## src/rtl/extint_pkg.sv

```systemverilog
package extint_pkg;
   localparam int DATA_W  = 8;
   localparam int EDGE_POS = 7;
   localparam int EN_POS   = 6;

   typedef struct packed {
      logic edge_mode;
      logic enable;
   } extint_cfg_t;

   localparam extint_cfg_t CFG_RESET = '{edge_mode: 1'b0, enable: 1'b1};
endpackage

```

## src/rtl/extint_sync.sv

```systemverilog
module extint_sync #(
   parameter int   STAGES    = 2,
   parameter logic RESET_VAL = 1'b1
) (
   input  logic clk,
   input  logic rst_n,
   input  logic d,
   output logic q
);
   logic [STAGES-1:0] chain;

   generate
      if (STAGES == 1) begin : g_single
         always_ff @(posedge clk or negedge rst_n)
            if (!rst_n) chain <= RESET_VAL;
            else        chain <= d;
      end else begin : g_multi
         always_ff @(posedge clk or negedge rst_n)
            if (!rst_n) chain <= {STAGES{RESET_VAL}};
            else        chain <= {chain[STAGES-2:0], d};
      end
   endgenerate

   assign q = chain[STAGES-1];
endmodule

```

## src/rtl/extint_cfg.sv

```systemverilog
module extint_cfg
   import extint_pkg::*;
(
   input  logic              clk,
   input  logic              rst_n,
   input  logic              special_mode,
   input  logic              wr_ctrl,
   input  logic [DATA_W-1:0] wdata,
   output extint_cfg_t       cfg,
   output logic              lock
);
   always_ff @(posedge clk or negedge rst_n) begin
      if (!rst_n) begin
         cfg  <= CFG_RESET;
         lock <= 1'b0;
      end else if (wr_ctrl) begin
         cfg.enable <= wdata[EN_POS];
         if (special_mode) begin
            cfg.edge_mode <= wdata[EDGE_POS];
         end else if (!lock) begin
            cfg.edge_mode <= wdata[EDGE_POS];
            lock          <= 1'b1;
         end
      end
   end
endmodule

```

## src/rtl/extint_detect.sv

```systemverilog
module extint_detect (
   input  logic clk,
   input  logic rst_n,
   input  logic sync_n,
   input  logic edge_mode,
   input  logic enable,
   input  logic svc_ack,
   output logic fall,
   output logic latch,
   output logic irq
);
   logic prev_n;

   assign fall = prev_n & ~sync_n;

   always_ff @(posedge clk or negedge rst_n) begin
      if (!rst_n) begin
         prev_n <= 1'b1;
         latch  <= 1'b0;
         irq    <= 1'b0;
      end else begin
         prev_n <= sync_n;
         if (edge_mode && fall) latch <= 1'b1;
         else if (svc_ack)      latch <= 1'b0;
         irq <= enable & (edge_mode ? latch : ~sync_n);
      end
   end
endmodule

```

## src/rtl/extint_ctrl.sv

```systemverilog
module extint_ctrl
   import extint_pkg::*;
#(
   parameter int ADDR_W      = 4,
   parameter int CTRL_ADDR   = 14,
   parameter int SYNC_STAGES = 2
) (
   input  logic              clk,
   input  logic              rst_n,
   input  logic              special_mode,
   input  logic [ADDR_W-1:0] bus_addr,
   input  logic              bus_wr,
   input  logic [7:0]        bus_wdata,
   output logic [7:0]        bus_rdata,
   input  logic              pin_n,
   input  logic              svc_ack,
   output logic              irq_req
);
   localparam logic [ADDR_W-1:0] CTRL_A = ADDR_W'(CTRL_ADDR);
   localparam logic [ADDR_W-1:0] RSVD_A = ADDR_W'(CTRL_ADDR + 1);

   generate
      if (SYNC_STAGES < 2) begin : g_bad_sync
         $error("extint_ctrl: SYNC_STAGES must be at least 2");
      end
      if (CTRL_ADDR + 1 >= (1 << ADDR_W)) begin : g_bad_addr
         $error("extint_ctrl: reserved address does not fit ADDR_W");
      end
   endgenerate

   extint_cfg_t cfg;
   logic        lock;
   logic        sync_n;
   logic        fall;
   logic        latch;
   logic        wr_ctrl;

   assign wr_ctrl = bus_wr && (bus_addr == CTRL_A);

   extint_sync #(.STAGES(SYNC_STAGES), .RESET_VAL(1'b1)) sync_i (
      .clk(clk), .rst_n(rst_n), .d(pin_n), .q(sync_n));

   extint_cfg cfg_i (
      .clk(clk), .rst_n(rst_n), .special_mode(special_mode),
      .wr_ctrl(wr_ctrl), .wdata(bus_wdata), .cfg(cfg), .lock(lock));

   extint_detect det_i (
      .clk(clk), .rst_n(rst_n), .sync_n(sync_n), .edge_mode(cfg.edge_mode),
      .enable(cfg.enable), .svc_ack(svc_ack), .fall(fall), .latch(latch),
      .irq(irq_req));

   always_comb begin
      bus_rdata = '0;
      if (bus_addr == CTRL_A) begin
         bus_rdata[EDGE_POS] = cfg.edge_mode;
         bus_rdata[EN_POS]   = cfg.enable;
      end
   end
   // RSVD_A and all other addresses read zero; writes there are not decoded.
   logic unused_rsvd;
   assign unused_rsvd = ^RSVD_A;
endmodule

```

## config.mk

```make
export PLATFORM = sky130hd
export DESIGN_NAME = extint_ctrl
export DESIGN_NICKNAME = d
export VERILOG_FILES = /design/src/rtl/extint_pkg.sv /design/src/rtl/extint_sync.sv /design/src/rtl/extint_cfg.sv /design/src/rtl/extint_detect.sv /design/src/rtl/extint_ctrl.sv
export SDC_FILE = /design/constraint.sdc
export NUM_CORES = 1
export LEC_CHECK = 0
export ABC_CLOCK_PERIOD_IN_PS = 1900
export BUFFER_PORTS_ARGS = -buffer_cell sky130_fd_sc_hd__buf_2
export CAP_MARGIN = 20
export CORE_AREA = 5 5 42 44
export CTS_BUF_LIST = sky130_fd_sc_hd__clkbuf_16
export CTS_CLUSTER_SIZE = 8
export DETAILED_ROUTE_END_ITERATION = 6
export DIE_AREA = 0 0 47 49
export PLACE_DENSITY = 0.67
export SLEW_MARGIN = 20
export SYNTH_ARGS = -nofsm -noshare
export SYNTH_HDL_FRONTEND = slang
export SYNTH_SLANG_ARGS = --single-unit
export TNS_END_PERCENT = 5
```

## constraint.sdc

```tcl
create_clock -name clk -period 1.9 [get_ports clk]
set_input_delay 0.285 -clock clk [delete_from_list [all_inputs] [get_ports clk]]
set_output_delay 0.285 -clock clk [all_outputs]
set_load 0.05 [all_outputs]
```

==> metrics.md <==
| Metric | Value |
|---|---|
| P&R area growth vs syn | 42.66% |
| Gr ovfl total | 0 |
| Total GRT Usage | slightly below 7% |
| Die footprint | between 2000 and 2500 um^2 |
| Netlist cell types | 14 |
| First-pass GRT wire length | around 1 mm |
| Clk pin slew, worst setup/hold paths | roughly 0.03 ns |
| Clock power share | 53.5% |
| TritonRoute pass-1 iters | 4 |
| P_leak | around 0.26 nW |
| Syn_area_per_cell | about 12 um^2 |
| Clock Sink Count | 8 |
| DR vias/cell | 3.813 |
| Setup ws final | 0.4916 ns |
| Port Buf Inserts | 14 |
| Yosys top cell area share | between 20 and 30% |
| Hold EP | sync_i.chain[0] |
| Cell Int Power | ~0.51 mW |
| Final setup viols | 0 |
| Area of the multi-input gates | roughly 120 um^2 |
| Sequential share of power | 32.4% |
| Routability congestion estimate | between 0.6 and 0.7 |
| Die Span Y | between 40 and 50 um |
| Setup crit end kind | output pin |
| Pwr dens | 1307 nW/um^2 |
| Critical Path AT | 1.12 ns |
| WP data required | around 1.6 ns |
| Final period util | roughly three quarters |
| CTS Buffer Depth | 2 |
| Post-place setup slack | roughly 0.55 ns |
| CTS tree | built |
| Unrepaired setup endpoints after global routing | no |
| Slowest CP cell | dfstp_2 |
| Die W | ~47 um |
| IO Pins | 27 |
| Hold path cells | 1 |
| Initial Util | roughly 26% |
| Largest net degree at the start of global routing | 9 |
| Routed WL per cell | approximately 9.4 um |
| Switching Fraction | 23.40% |
| Max stage delay on crit path | ~0.52 ns |
| Psw | roughly 0.16 mW |
| Initial antenna violation count | 0 |
| FP Rows | 14 |
| DP Area | about 420 um^2 |
| Dpl cells | between 50 and 60 |
| Most frequent cells in the layout | 14 x buf_2, 6 x conb_1, 4 x dfstp_2, 4 x dfrtp_1 |
| Synth Instances | 30 |
| Setup TNS | 0 ns |
| Layout cell share with drive strength beyond 1 | 47.92% |
| Min cycle time layout | 1.408 ns |
| Cell Area, Synth | around 360 um^2 |
| Combinational power share | ~14% |
| Ant diodes | 0 |
| Leading area contributor after synthesis | dfstp_2 |
| Reg-to-Reg Start | cfg_i.lock |
| CTS Root Cell | clkbuf_16 |
| Fillers | 147 |
| Via count | 244 |
| Crit Path Max Fanout | 3 |
| R2r worst-path depth | 3 |
| FF/Latch Area | 205.2 um^2 |
| Max-Cap Viols | 0 |
| Top cells by area, synth | dfstp_2 29%, dfrtp_1 28%, buf_4 13%, mux2_4 8.4%, and2_1 5.2% |
| Status | finished clean |
| Sequential element share of the synthesized area | 57.34% |
| Cells along the critical path | and2_1, buf_2 |
| CTS buffer count | 3 |
| Most common cell after layout, fill and taps aside | buf_2 |
| Remaining antenna violation count | 0 |
| Critical path class | reg -> out |
| Crit path launch type | register |
| H-tree depth | 1 |
| Post-layout instance count excluding filler cells | 64 |
| Total wire length | around 600 um |
| Total core area | 1401 um^2 |
| Hold Startpoint | pin_n |
| Pins over their slew limit | 0 |
| Yosys warns | 0 |
| Worst R2R End | cfg_i.cfg[1] |
| Flop2flop setup slack | 0.96 ns |
| Initial DRC count | 3 |
| Fmax | 710.0 MHz |
| Yosys reg bits | 8 |
| Final Instance Area | slightly above 500 um^2 |
| Peak VDD IR | around 0.63 mV |
| Number of gates resized after CTS | 0 |
| Clock latency on the worst-skew pair | 0.23 ns |
| Vias in the first global route | between 200 and 250 |
| HP Class | in -> reg |
| Final setup skew | about 0.0062 ns |
| Final net count | between 60 and 70 |
| Final Hold Viols | 0 |
| DRC Markers | 0 |
-- synth_stat cells, drive strengths merged --
cell type,count
buf,6
dfrtp,4
dfstp,4
and2,3
nand2,3
mux2,2
and4b,1
conb,1
inv,1
nand2b,1
nand3,1
o21ai,1
o21bai,1
o22ai,1
-- how the worst max path moves through the flow --
stage / cells past startpoint / to / from / slack [ns]
2_1_floorplan: 2 / bus_rdata[6] / bus_addr[0] / 0.63
3_3_place_gp: 4 / bus_rdata[7] / bus_addr[0] / 0.57
3_5_place_dp: 4 / bus_rdata[6] / bus_addr[0] / 0.55
4_1_cts: 2 / bus_rdata[6] / cfg_i.cfg[0] / 0.48
5_1_grt: 2 / bus_rdata[6] / cfg_i.cfg[0] / 0.46
6_report: 2 / bus_rdata[6] / cfg_i.cfg[0] / 0.49
-- power by group through the flow --
stage / combinational, mW / clock, mW / sequential, mW
after floorplan: 0.0691 / 0 / 0.227
after global placement: 0.0915 / 0 / 0.218
after detailed placement: 0.0932 / 0 / 0.218
after CTS: 0.0949 / 0.365 / 0.216
after global routing: 0.102 / 0.383 / 0.220
final: 0.0940 / 0.357 / 0.216
-- critical path: cells and delay by family (launching register included) --
family	cells	cell delay [ns]
buffers and inverters	1	0.25
AND/OR/NAND/NOR	1	0.12
flip-flops	1	0.52
-- routing by layer --
layer | GRT usage [%] | up-vias | share of wire, %
met5 | 0 | - | 0
met4 | 4.147 | 0 | 1.8
met3 | 7.011 | 2 | 12
met2 | 8.371 | 10 | 48
met1 | 6.998 | 110 | 38
li1 | - | 122 | -
-- area by class of cell --
type                            count  share of cell area, %
Clock inverter                      1                 0.7353
Sequential cell                     8                  40.20
Timing Repair Buffer               15                  15.69
Inverter                            1                 0.7353
Multi-Input combinational cell     20                  24.02
Clock buffer                        3                  14.71
Tap cell                           16                  3.922
-- flip-flops by register name, summed over array words and instances (netlist names) --
| signal | count |
|---|---|
| det_i.latch | 1 |
| cfg_i.lock | 1 |
| det_i.irq | 1 |
| det_i.prev_n | 1 |
| cfg_i.cfg | 2 |
| sync_i.chain | 2 |
-- timing repair --
action / in CTS / in global routing
endpoints found under the setup margin: 0 / 0
setup buffers: 0 / 0
hold buffers: 1 / 0
hold endpoints to repair: 4 / 0
-- through the flow --
step	utilization, %	power, mW	hold WS (ns)
after floorplan	-	0.2958	-0.01059
after global placement	30.09	0.3099	0.1293
after detailed placement	30.09	0.3114	0.1349
after CTS	36.43	0.6760	0.1510
after global routing	36.43	0.7042	0.1540
final	36.43	0.6670	0.1556
-- kinds of logic after synthesis --
logic type,count (synthesis),share of synthesized area [%]
simple gates,9,14.34
other cells,1,1.048
flops,8,57.34
compound gates,3,5.245
buf+inv,7,13.63
mux,2,8.392
No activity file was read; power rests on OpenSTA's default activity.
